`src/rtl/serial_rx_queue.sv`:
```
module serial_rx_queue #(
  parameter int DATA_W = 8
) (
  input  logic              clk,
  input  logic              rst_n,
  input  logic              rx_enable,
  input  logic              frame_done,
  input  logic [DATA_W-1:0] frame_data,
  input  logic              frame_bit9,
  input  logic              frame_ferr,
  input  logic              start_seen,
  input  logic              data_pop,
  output logic [DATA_W-1:0] rd_data,
  output logic              rd_bit9,
  output logic              rd_ferr,
  output logic              rd_dor,
  output logic              data_avail
);
  localparam int HOLD_W = DATA_W + 2;
  localparam int ENT_W  = HOLD_W + 1;

  logic [ENT_W-1:0]  slot [2];
  logic              rd_ptr, wr_ptr;
  logic [1:0]        count;
  logic              hold_valid;
  logic [HOLD_W-1:0] hold_ent;
  logic              dor_pend;

  logic              pop_ok, space, wr_req, to_hold, lost;
  logic [HOLD_W-1:0] new_ent;
  logic [ENT_W-1:0]  wr_ent, head;

  assign new_ent = {frame_data, frame_bit9, frame_ferr};
  assign pop_ok  = rx_enable && data_pop && (count != 2'd0);
  assign space   = (count != 2'd2) || pop_ok;
  assign wr_req  = rx_enable && (hold_valid || frame_done) && space;
  assign wr_ent  = {hold_valid ? hold_ent : new_ent, dor_pend};
  assign to_hold = rx_enable && frame_done && !hold_valid && !space;
  assign lost    = rx_enable && start_seen && hold_valid && !space;

  assign head       = slot[(count == 2'd0) ? ~rd_ptr : rd_ptr];
  assign {rd_data, rd_bit9, rd_ferr, rd_dor} = head;
  assign data_avail = (count != 2'd0);

  always_ff @(posedge clk or negedge rst_n) begin
    if (!rst_n) begin
      for (int i = 0; i < 2; i++) slot[i] <= '0;
      rd_ptr     <= 1'b0;
      wr_ptr     <= 1'b0;
      count      <= 2'd0;
      hold_valid <= 1'b0;
      hold_ent   <= '0;
      dor_pend   <= 1'b0;
    end else if (!rx_enable) begin
      rd_ptr     <= 1'b0;
      wr_ptr     <= 1'b0;
      count      <= 2'd0;
      hold_valid <= 1'b0;
      dor_pend   <= 1'b0;
    end else begin
      if (wr_req) begin
        slot[wr_ptr] <= wr_ent;
        wr_ptr       <= ~wr_ptr;
      end
      if (pop_ok) rd_ptr <= ~rd_ptr;
      count <= count + {1'b0, wr_req} - {1'b0, pop_ok};

      if (to_hold) begin
        hold_valid <= 1'b1;
        hold_ent   <= new_ent;
      end else if ((hold_valid && wr_req) || lost) begin
        hold_valid <= 1'b0;
      end

      if (lost)        dor_pend <= 1'b1;
      else if (wr_req) dor_pend <= 1'b0;
    end
  end
endmodule

```
`config.mk`:
```
export PLATFORM = sky130hd
export DESIGN_NAME = serial_rx_queue
export DESIGN_NICKNAME = d
export VERILOG_FILES = /design/src/rtl/serial_rx_queue.sv
export SDC_FILE = /design/constraint.sdc
export NUM_CORES = 1
export LEC_CHECK = 0
export BUFFER_PORTS_ARGS = -buffer_cell sky130_fd_sc_hd__buf_2
export CAP_MARGIN = 20
export CORE_UTILIZATION = 30
export DETAILED_ROUTE_END_ITERATION = 6
export GPL_ROUTABILITY_DRIVEN = 0
export PLACE_DENSITY_LB_ADDON = 0.05
export SETUP_SLACK_MARGIN = 0.3
export SLEW_MARGIN = 20
export SYNTH_ARGS = -nofsm -noshare
export SYNTH_HDL_FRONTEND = slang
export SYNTH_SLANG_ARGS = --single-unit
```
`constraint.sdc`:
```
create_clock -name clk -period 1.9 [get_ports clk]
set_input_delay 0.285 -clock clk [delete_from_list [all_inputs] [get_ports clk]]
set_output_delay 0.285 -clock clk [all_outputs]
set_load 0.005 [all_outputs]
```
* Word level (Yosys, flattened, before mapping)
Cells that the tools add are included.
** Word-level totals
- Register bits :: 38
- Input port bits :: 16
- Output and inout port bits :: 12
- Logic and storage cells :: 62
** Cells by class
- Add/sub/neg operators :: 2
- Order comparisons :: 3
- Equality and inequality tests :: 5
- Muxes and demuxes :: 19
- Bitwise logic cells :: 4
- Reductions and logical operators :: 21
** Operator list (number)
- $mux 11 :: 4
- $bwmux 22 :: 1
- $logic_and 1x1->1 :: 12
- $demux 11 s1 :: 1
- $mux 1 :: 11
- $mux 10 :: 1
- $ne 3x1->1 const B :: 2
- $ge 2x2->1 const B :: 2
- $ne 2x1->1 const B :: 2
- $not 1->2 :: 2
- $reduce_and 2->1 :: 2
- $logic_or 1x1->1 :: 3
- $add 2x1->2 :: 1
- $logic_not 1->1 :: 2
- $logic_not 2->1 :: 1
- $lt 2x1->1 const B :: 1
- $mux 2 :: 1
- $ne 2x2->1 const B :: 1
- $not 1->1 :: 2
- $reduce_bool 2->1 :: 1
- $sub 2x1->2 :: 1

* Logic depth before layout (Yosys ltp)
- Depth after elaboration :: 9
- Gate-level depth with buffers :: 9
- Depth with buffers taken out :: 9

* Worst setup path before layout
OpenSTA, ideal clock, no wires.
- Path kind :: register -> register
- Start :: register count[0]
- End :: register count[1]
- Setup time :: 119 ps
- Arrival time :: 1703 ps
- Required time :: 1781 ps
- Path slack :: 78 ps
- Cell stages (with the launch flop) :: 9
- Path buffers :: 0
- Cell sequence :: dfrtp_1 -> or2_1 -> and3_1 -> ha_1 -> inv_1 -> ha_1 -> xnor2_1 -> xnor2_1 -> and2_1
** On the way
- Cells in the longest elaborated chain, start to end :: 7
** RTL lines
- start: declaration :: RTL line 24 : logic [1:0] count;
- start signal: assignment :: RTL line 66 : count <= count + {1'b0, wr_req} - {1'b0, pop_ok};
- $reduce_bool 2->1 (*)
- net data_avail :: RTL line 17 : output logic data_avail
- $logic_and 1x1->1 (*) :: RTL line 34 : assign pop_ok = rx_enable && data_pop && (count != 2'd0);
- $logic_or 1x1->1 :: RTL line 35 : assign space = (count != 2'd2) || pop_ok;
- $logic_and 1x1->1 :: RTL line 36 : assign wr_req = rx_enable && (hold_valid || frame_done) && space;
- $add 2x1->2 :: RTL line 66
- $sub 2x1->2 (*) :: RTL line 66
- $mux 2 (*) :: RTL line 54 : end else if (!rx_enable) begin
The timed path passes the listed nets; every way through them passes the cells marked *.
A chain may end at the register's enable or synchronous reset.

* Final worst setup path
- Start :: register count[1]
- End :: output port rd_dor
** On the way
- Cells in the longest elaborated chain, start to end :: 6
** RTL lines
- $logic_not 2->1 :: RTL line 41 : assign head = slot[(count == 2'd0) ? ~rd_ptr : rd_ptr];
- $mux 1 :: RTL line 41
- $not 1->2 :: RTL line 41
- $mux 11 (3 in series) :: RTL line 41
- end: declaration :: RTL line 16 : output logic rd_dor,
No other way between the ends. The select of a mux whose other input is x is not followed.

==> metrics.txt <==
# TYPE chip_impl_metric gauge
chip_impl_metric{name="slew_headroom",unit="%"} 65.50
chip_impl_metric{name="worstMarginPinSlew",unit="ns"} 0.5175
chip_impl_metric{name="synth-warning-count",unit=""} 0
chip_impl_info{name="crit_path_end_kind",value="output port"} 1
chip_impl_metric{name="worstRegToRegCells",unit=""} 9
chip_impl_info{name="startpoint_type",value="register"} 1
chip_impl_metric{name="fmax",unit="MHz"} 485.3
chip_impl_metric{name="route.detailed.drc",unit=""} 0
chip_impl_metric{name="finalHoldViolCount",unit=""} 0
chip_impl_metric{name="grt_remaining_overflow",unit=""} 0
chip_impl_metric{name="static-leakage-power",unit="nW"} 1.230
chip_impl_metric{name="worst_hold_slack_across_all_endpoints",unit="ns"} 0.2420
chip_impl_metric{name="mappedNetlistNets",unit=""} 142
chip_impl_metric{name="dpl.hpwl",unit="um"} 2631
chip_impl_metric{name="drt-pass1-iter-count",unit=""} 2
chip_impl_info{name="cts_tree",value="done"} 1
chip_impl_info{name="worst_path_dominant_cell_family",value="flip-flops"} 1
chip_impl_metric{name="clkSinkCount",unit=""} 38
chip_impl_info{name="worst_r2r_endpoint",value="count[1]$_DFF_PN0_"} 1
chip_impl_metric{name="drt_iter0_markers",unit=""} 11
chip_impl_metric{name="tritoncts.num_buffers",unit=""} 5
chip_impl_metric{name="power.density_cell_area",unit="nW/um^2"} 1286
chip_impl_info{name="layout.cells.most_common_list",value="sky130_fd_sc_hd__dfrtp_1, sky130_fd_sc_hd__mux2_4, sky130_fd_sc_hd__buf_6"} 1
chip_impl_metric{name="die_y",unit="um"} 79.04
chip_impl_metric{name="clk_path_buf_depth",unit=""} 2
chip_impl_metric{name="syn_avg_cell_area",unit="um^2"} 14.36
chip_impl_metric{name="track_usage",unit="%"} 14.44
chip_impl_metric{name="final_nets",unit=""} 191
chip_impl_metric{name="routed-via-count",unit=""} 1156
chip_impl_metric{name="worst_slack_setup_final",unit="ns"} -0.1605
chip_impl_metric{name="fin_crit",unit="ns"} 2.061
chip_impl_metric{name="grt_antenna_before_repair",unit=""} 0
chip_impl_metric{name="design.die.area",unit="um^2"} 6247
chip_impl_metric{name="initial_utilization",unit="%"} 31.75
chip_impl_metric{name="post-place-ws",unit="ns"} 0.01347
chip_impl_metric{name="top_level_ports",unit=""} 28
chip_impl_metric{name="drive_gt1_share",unit="%"} 67.24
chip_impl_info{name="hold_start",value="frame_data[2]"} 1
chip_impl_metric{name="grt_max_degree",unit=""} 21
chip_impl_metric{name="postRouteAntennaNets",unit=""} 0
chip_impl_metric{name="core_area",unit="um^2"} 5608
chip_impl_info{name="r2r_start",value="count[1]$_DFF_PN0_"} 1
chip_impl_metric{name="skew",unit="ns"} 0.007882
chip_impl_metric{name="portBuffers",unit=""} 27
chip_impl_metric{name="slew_limit_fails",unit=""} 0
chip_impl_info{name="layout.cells.most_common",value="sky130_fd_sc_hd__dfrtp_1"} 1
chip_impl_metric{name="synth-seq-area-share",unit="%"} 53.41
chip_impl_metric{name="cp_data_arrival_time",unit="ns"} 1.78
chip_impl_metric{name="post_drt_wl_per_cell",unit="um"} 16.51
chip_impl_metric{name="die-width",unit="um"} 79.04
chip_impl_metric{name="reg2reg_slack",unit="ns"} -0.01
chip_impl_info{name="status",value="complete, but fails checks"} 1
chip_impl_metric{name="utilization",unit="%"} 46.07
chip_impl_info{name="cts.root.buffer_cell",value="sky130_fd_sc_hd__clkbuf_8"} 1
chip_impl_info{name="critical_path.cell_chain",value="or2_4 > xor2_4 > buf_6 > mux2_4 > buf_6"} 1
chip_impl_metric{name="area_delta_synth_final",unit="%"} 45.12
chip_impl_info{name="min-delay-path-class",value="in2reg"} 1
chip_impl_metric{name="avgViaCountPerCell",unit=""} 4.699
chip_impl_metric{name="final.period_utilization",unit="%"} 108.4
chip_impl_metric{name="grt_pass1_wl",unit="um"} 6596
chip_impl_metric{name="cts_htree_levels",unit=""} 2
chip_impl_info{name="setup_repair_after_global_routing_missed_its_margin",value="true"} 1
chip_impl_metric{name="antenna-diode-count",unit=""} 0
chip_impl_info{name="violated_checks",value="setup timing"} 1
chip_impl_metric{name="worst_ir_drop_vdd",unit="uV"} 582.9
chip_impl_info{name="critical_path.startpoint",value="count[1]$_DFF_PN0_"} 1
chip_impl_metric{name="syn_inst",unit=""} 124
chip_impl_info{name="cpMaxStageDelayCell",value="sky130_fd_sc_hd__dfrtp_1"} 1
chip_impl_metric{name="setup_viol",unit=""} 12
chip_impl_metric{name="drv_cap",unit=""} 0
chip_impl_metric{name="critical_path_buf_inv_count",unit=""} 2
chip_impl_metric{name="fin_tns_setup",unit="ns"} -1.648
chip_impl_metric{name="postSynthRegisterBits",unit=""} 38
chip_impl_metric{name="cts.clk_slew.worst_paths",unit="ns"} 0.08
chip_impl_metric{name="synthesis.area",unit="um^2"} 1780
chip_impl_metric{name="total_power",unit="W"} 0.003323
chip_impl_metric{name="grt_pass1_vias",unit=""} 1273
chip_impl_info{name="worstSetupPathType",value="reg2out"} 1
chip_impl_metric{name="critPathMaxFanout",unit=""} 5
chip_impl_metric{name="cp_data_required_time",unit="ns"} 1.62
chip_impl_metric{name="synth_cell_types",unit=""} 22
chip_impl_metric{name="core.rowCount",unit=""} 27
chip_impl_metric{name="worst_path_max_stage_delay",unit="ns"} 0.40
chip_impl_metric{name="drt_wl_total",unit="um"} 4062
chip_impl_info{name="hold-path-endpoint",value="hold_ent[4]$_DFFE_PN0P_"} 1
chip_impl_metric{name="worstSkewPairLatency",unit="ns"} 0.29
chip_impl_info{name="cell_seen_most_often_among_critical_path_stages",value="sky130_fd_sc_hd__buf_6"} 1
chip_impl_metric{name="worst_hold_path.num_cells",unit=""} 2
sequential cells by signal, indices dropped and copies added, names as in the netlist:
| name | flops |
|---|---|
| count | 2 |
| hold_ent | 10 |
| dor_pend | 1 |
| slot | 22 |
| rd_ptr | 1 |
| wr_ptr | 1 |
| hold_valid | 1 |
what timing repair did:
item,4_1_cts,5_1_grt
pin swaps,5,2
hold buffers,1,0
resized for setup,41,10
endpoints found under the setup margin,13,45
cloned,0,0
hold endpoints to repair,19,0
setup buffers,4,2
synthesized netlist by cell type (all sizes together):
cell type / instances / area, um^2
o21ai: 2 / 10.01
inv: 2 / 7.510
xor2: 1 / 8.760
nor3: 2 / 15.01
o21bai: 1 / 7.510
ha: 2 / 25.02
nor2: 2 / 7.510
dfrtp: 38 / 950.9
o22ai: 1 / 6.260
xnor2: 3 / 26.28
and2: 3 / 18.77
and3: 1 / 6.260
buf: 5 / 37.53
nand4b: 1 / 8.760
mux2: 53 / 596.8
or2: 1 / 6.260
nor3b: 2 / 26.28
nand2: 4 / 15.01
worst reg2reg max path, cell delays in order, from the launching register on:
cell	delay (ns)
sky130_fd_sc_hd__dfrtp_1	0.40
sky130_fd_sc_hd__or2_4	0.28
sky130_fd_sc_hd__buf_4	0.14
sky130_fd_sc_hd__and3_4	0.15
sky130_fd_sc_hd__ha_4	0.25
sky130_fd_sc_hd__inv_1	0.04
sky130_fd_sc_hd__ha_2	0.17
sky130_fd_sc_hd__xnor2_2	0.13
sky130_fd_sc_hd__xnor2_1	0.12
sky130_fd_sc_hd__and2_1	0.13
metrics by stage:
| step | std cells | cell area (um^2) |
|---|---|---|
| floorplan | 124 | 1856 |
| global placement | 231 | 2158 |
| detailed placement | 231 | 2158 |
| CTS | 244 | 2532 |
| global route | 246 | 2584 |
| finish | 246 | 2584 |
layer usage:
metal,share of wire (%),vias up,track usage (%)
met2,48,23,22.84
met5,0,-,0
met3,4.1,8,3.563
met1,46,595,18.92
li1,-,530,-
met4,2.1,0,5.636
power by group:
part / switching (W) / internal [W] / total (W) / leakage, nW
registers: 0.000135 / 0.00106 / 0.00119 / 0.479
clock network: 0.000290 / 0.000560 / 0.000850 / 0.0714
logic: 0.000396 / 0.000886 / 0.00128 / 0.679
cells by family (layout without fill, tap and decap cells):
logic type,count (synthesis),after routing,share of synthesized area [%]
AND/OR/NAND/NOR,16,16,5.833
flip-flops,38,38,53.41
adder cells (fa/ha/maj),2,2,1.405
buffers and inverters,7,57,2.530
XOR/XNOR,4,4,1.968
multiplexers,53,53,33.52
AO/OA/AOI/OAI,4,4,1.336
worst max path at each step:
| stage | endpoint | slack, ns | depth (start not counted) |
|---|---|---|---|
| after floorplan | count[1]$_DFF_PN0_ | 0.13 | 8 |
| after global placement | rd_dor | 0.02 | 5 |
| after detailed placement | rd_dor | 0.01 | 5 |
| after CTS | rd_dor | -0.19 | 5 |
| after global routing | rd_data[3] | -0.22 | 5 |
| final | rd_dor | -0.16 | 5 |
final cells by class:
| type | count | area (um^2) |
|---|---|---|
| tap | 72 | 90.09 |
| inverter | 2 | 7.507 |
| timing repair buffer | 47 | 400.4 |
| clock buffer | 6 | 82.58 |
| clock inverter | 2 | 60.06 |
| sequential | 38 | 950.9 |
| fill | 544 | 3024 |
| multi-input combinational | 79 | 992.2 |
Note: power is estimated with default switching activity, not from simulation.
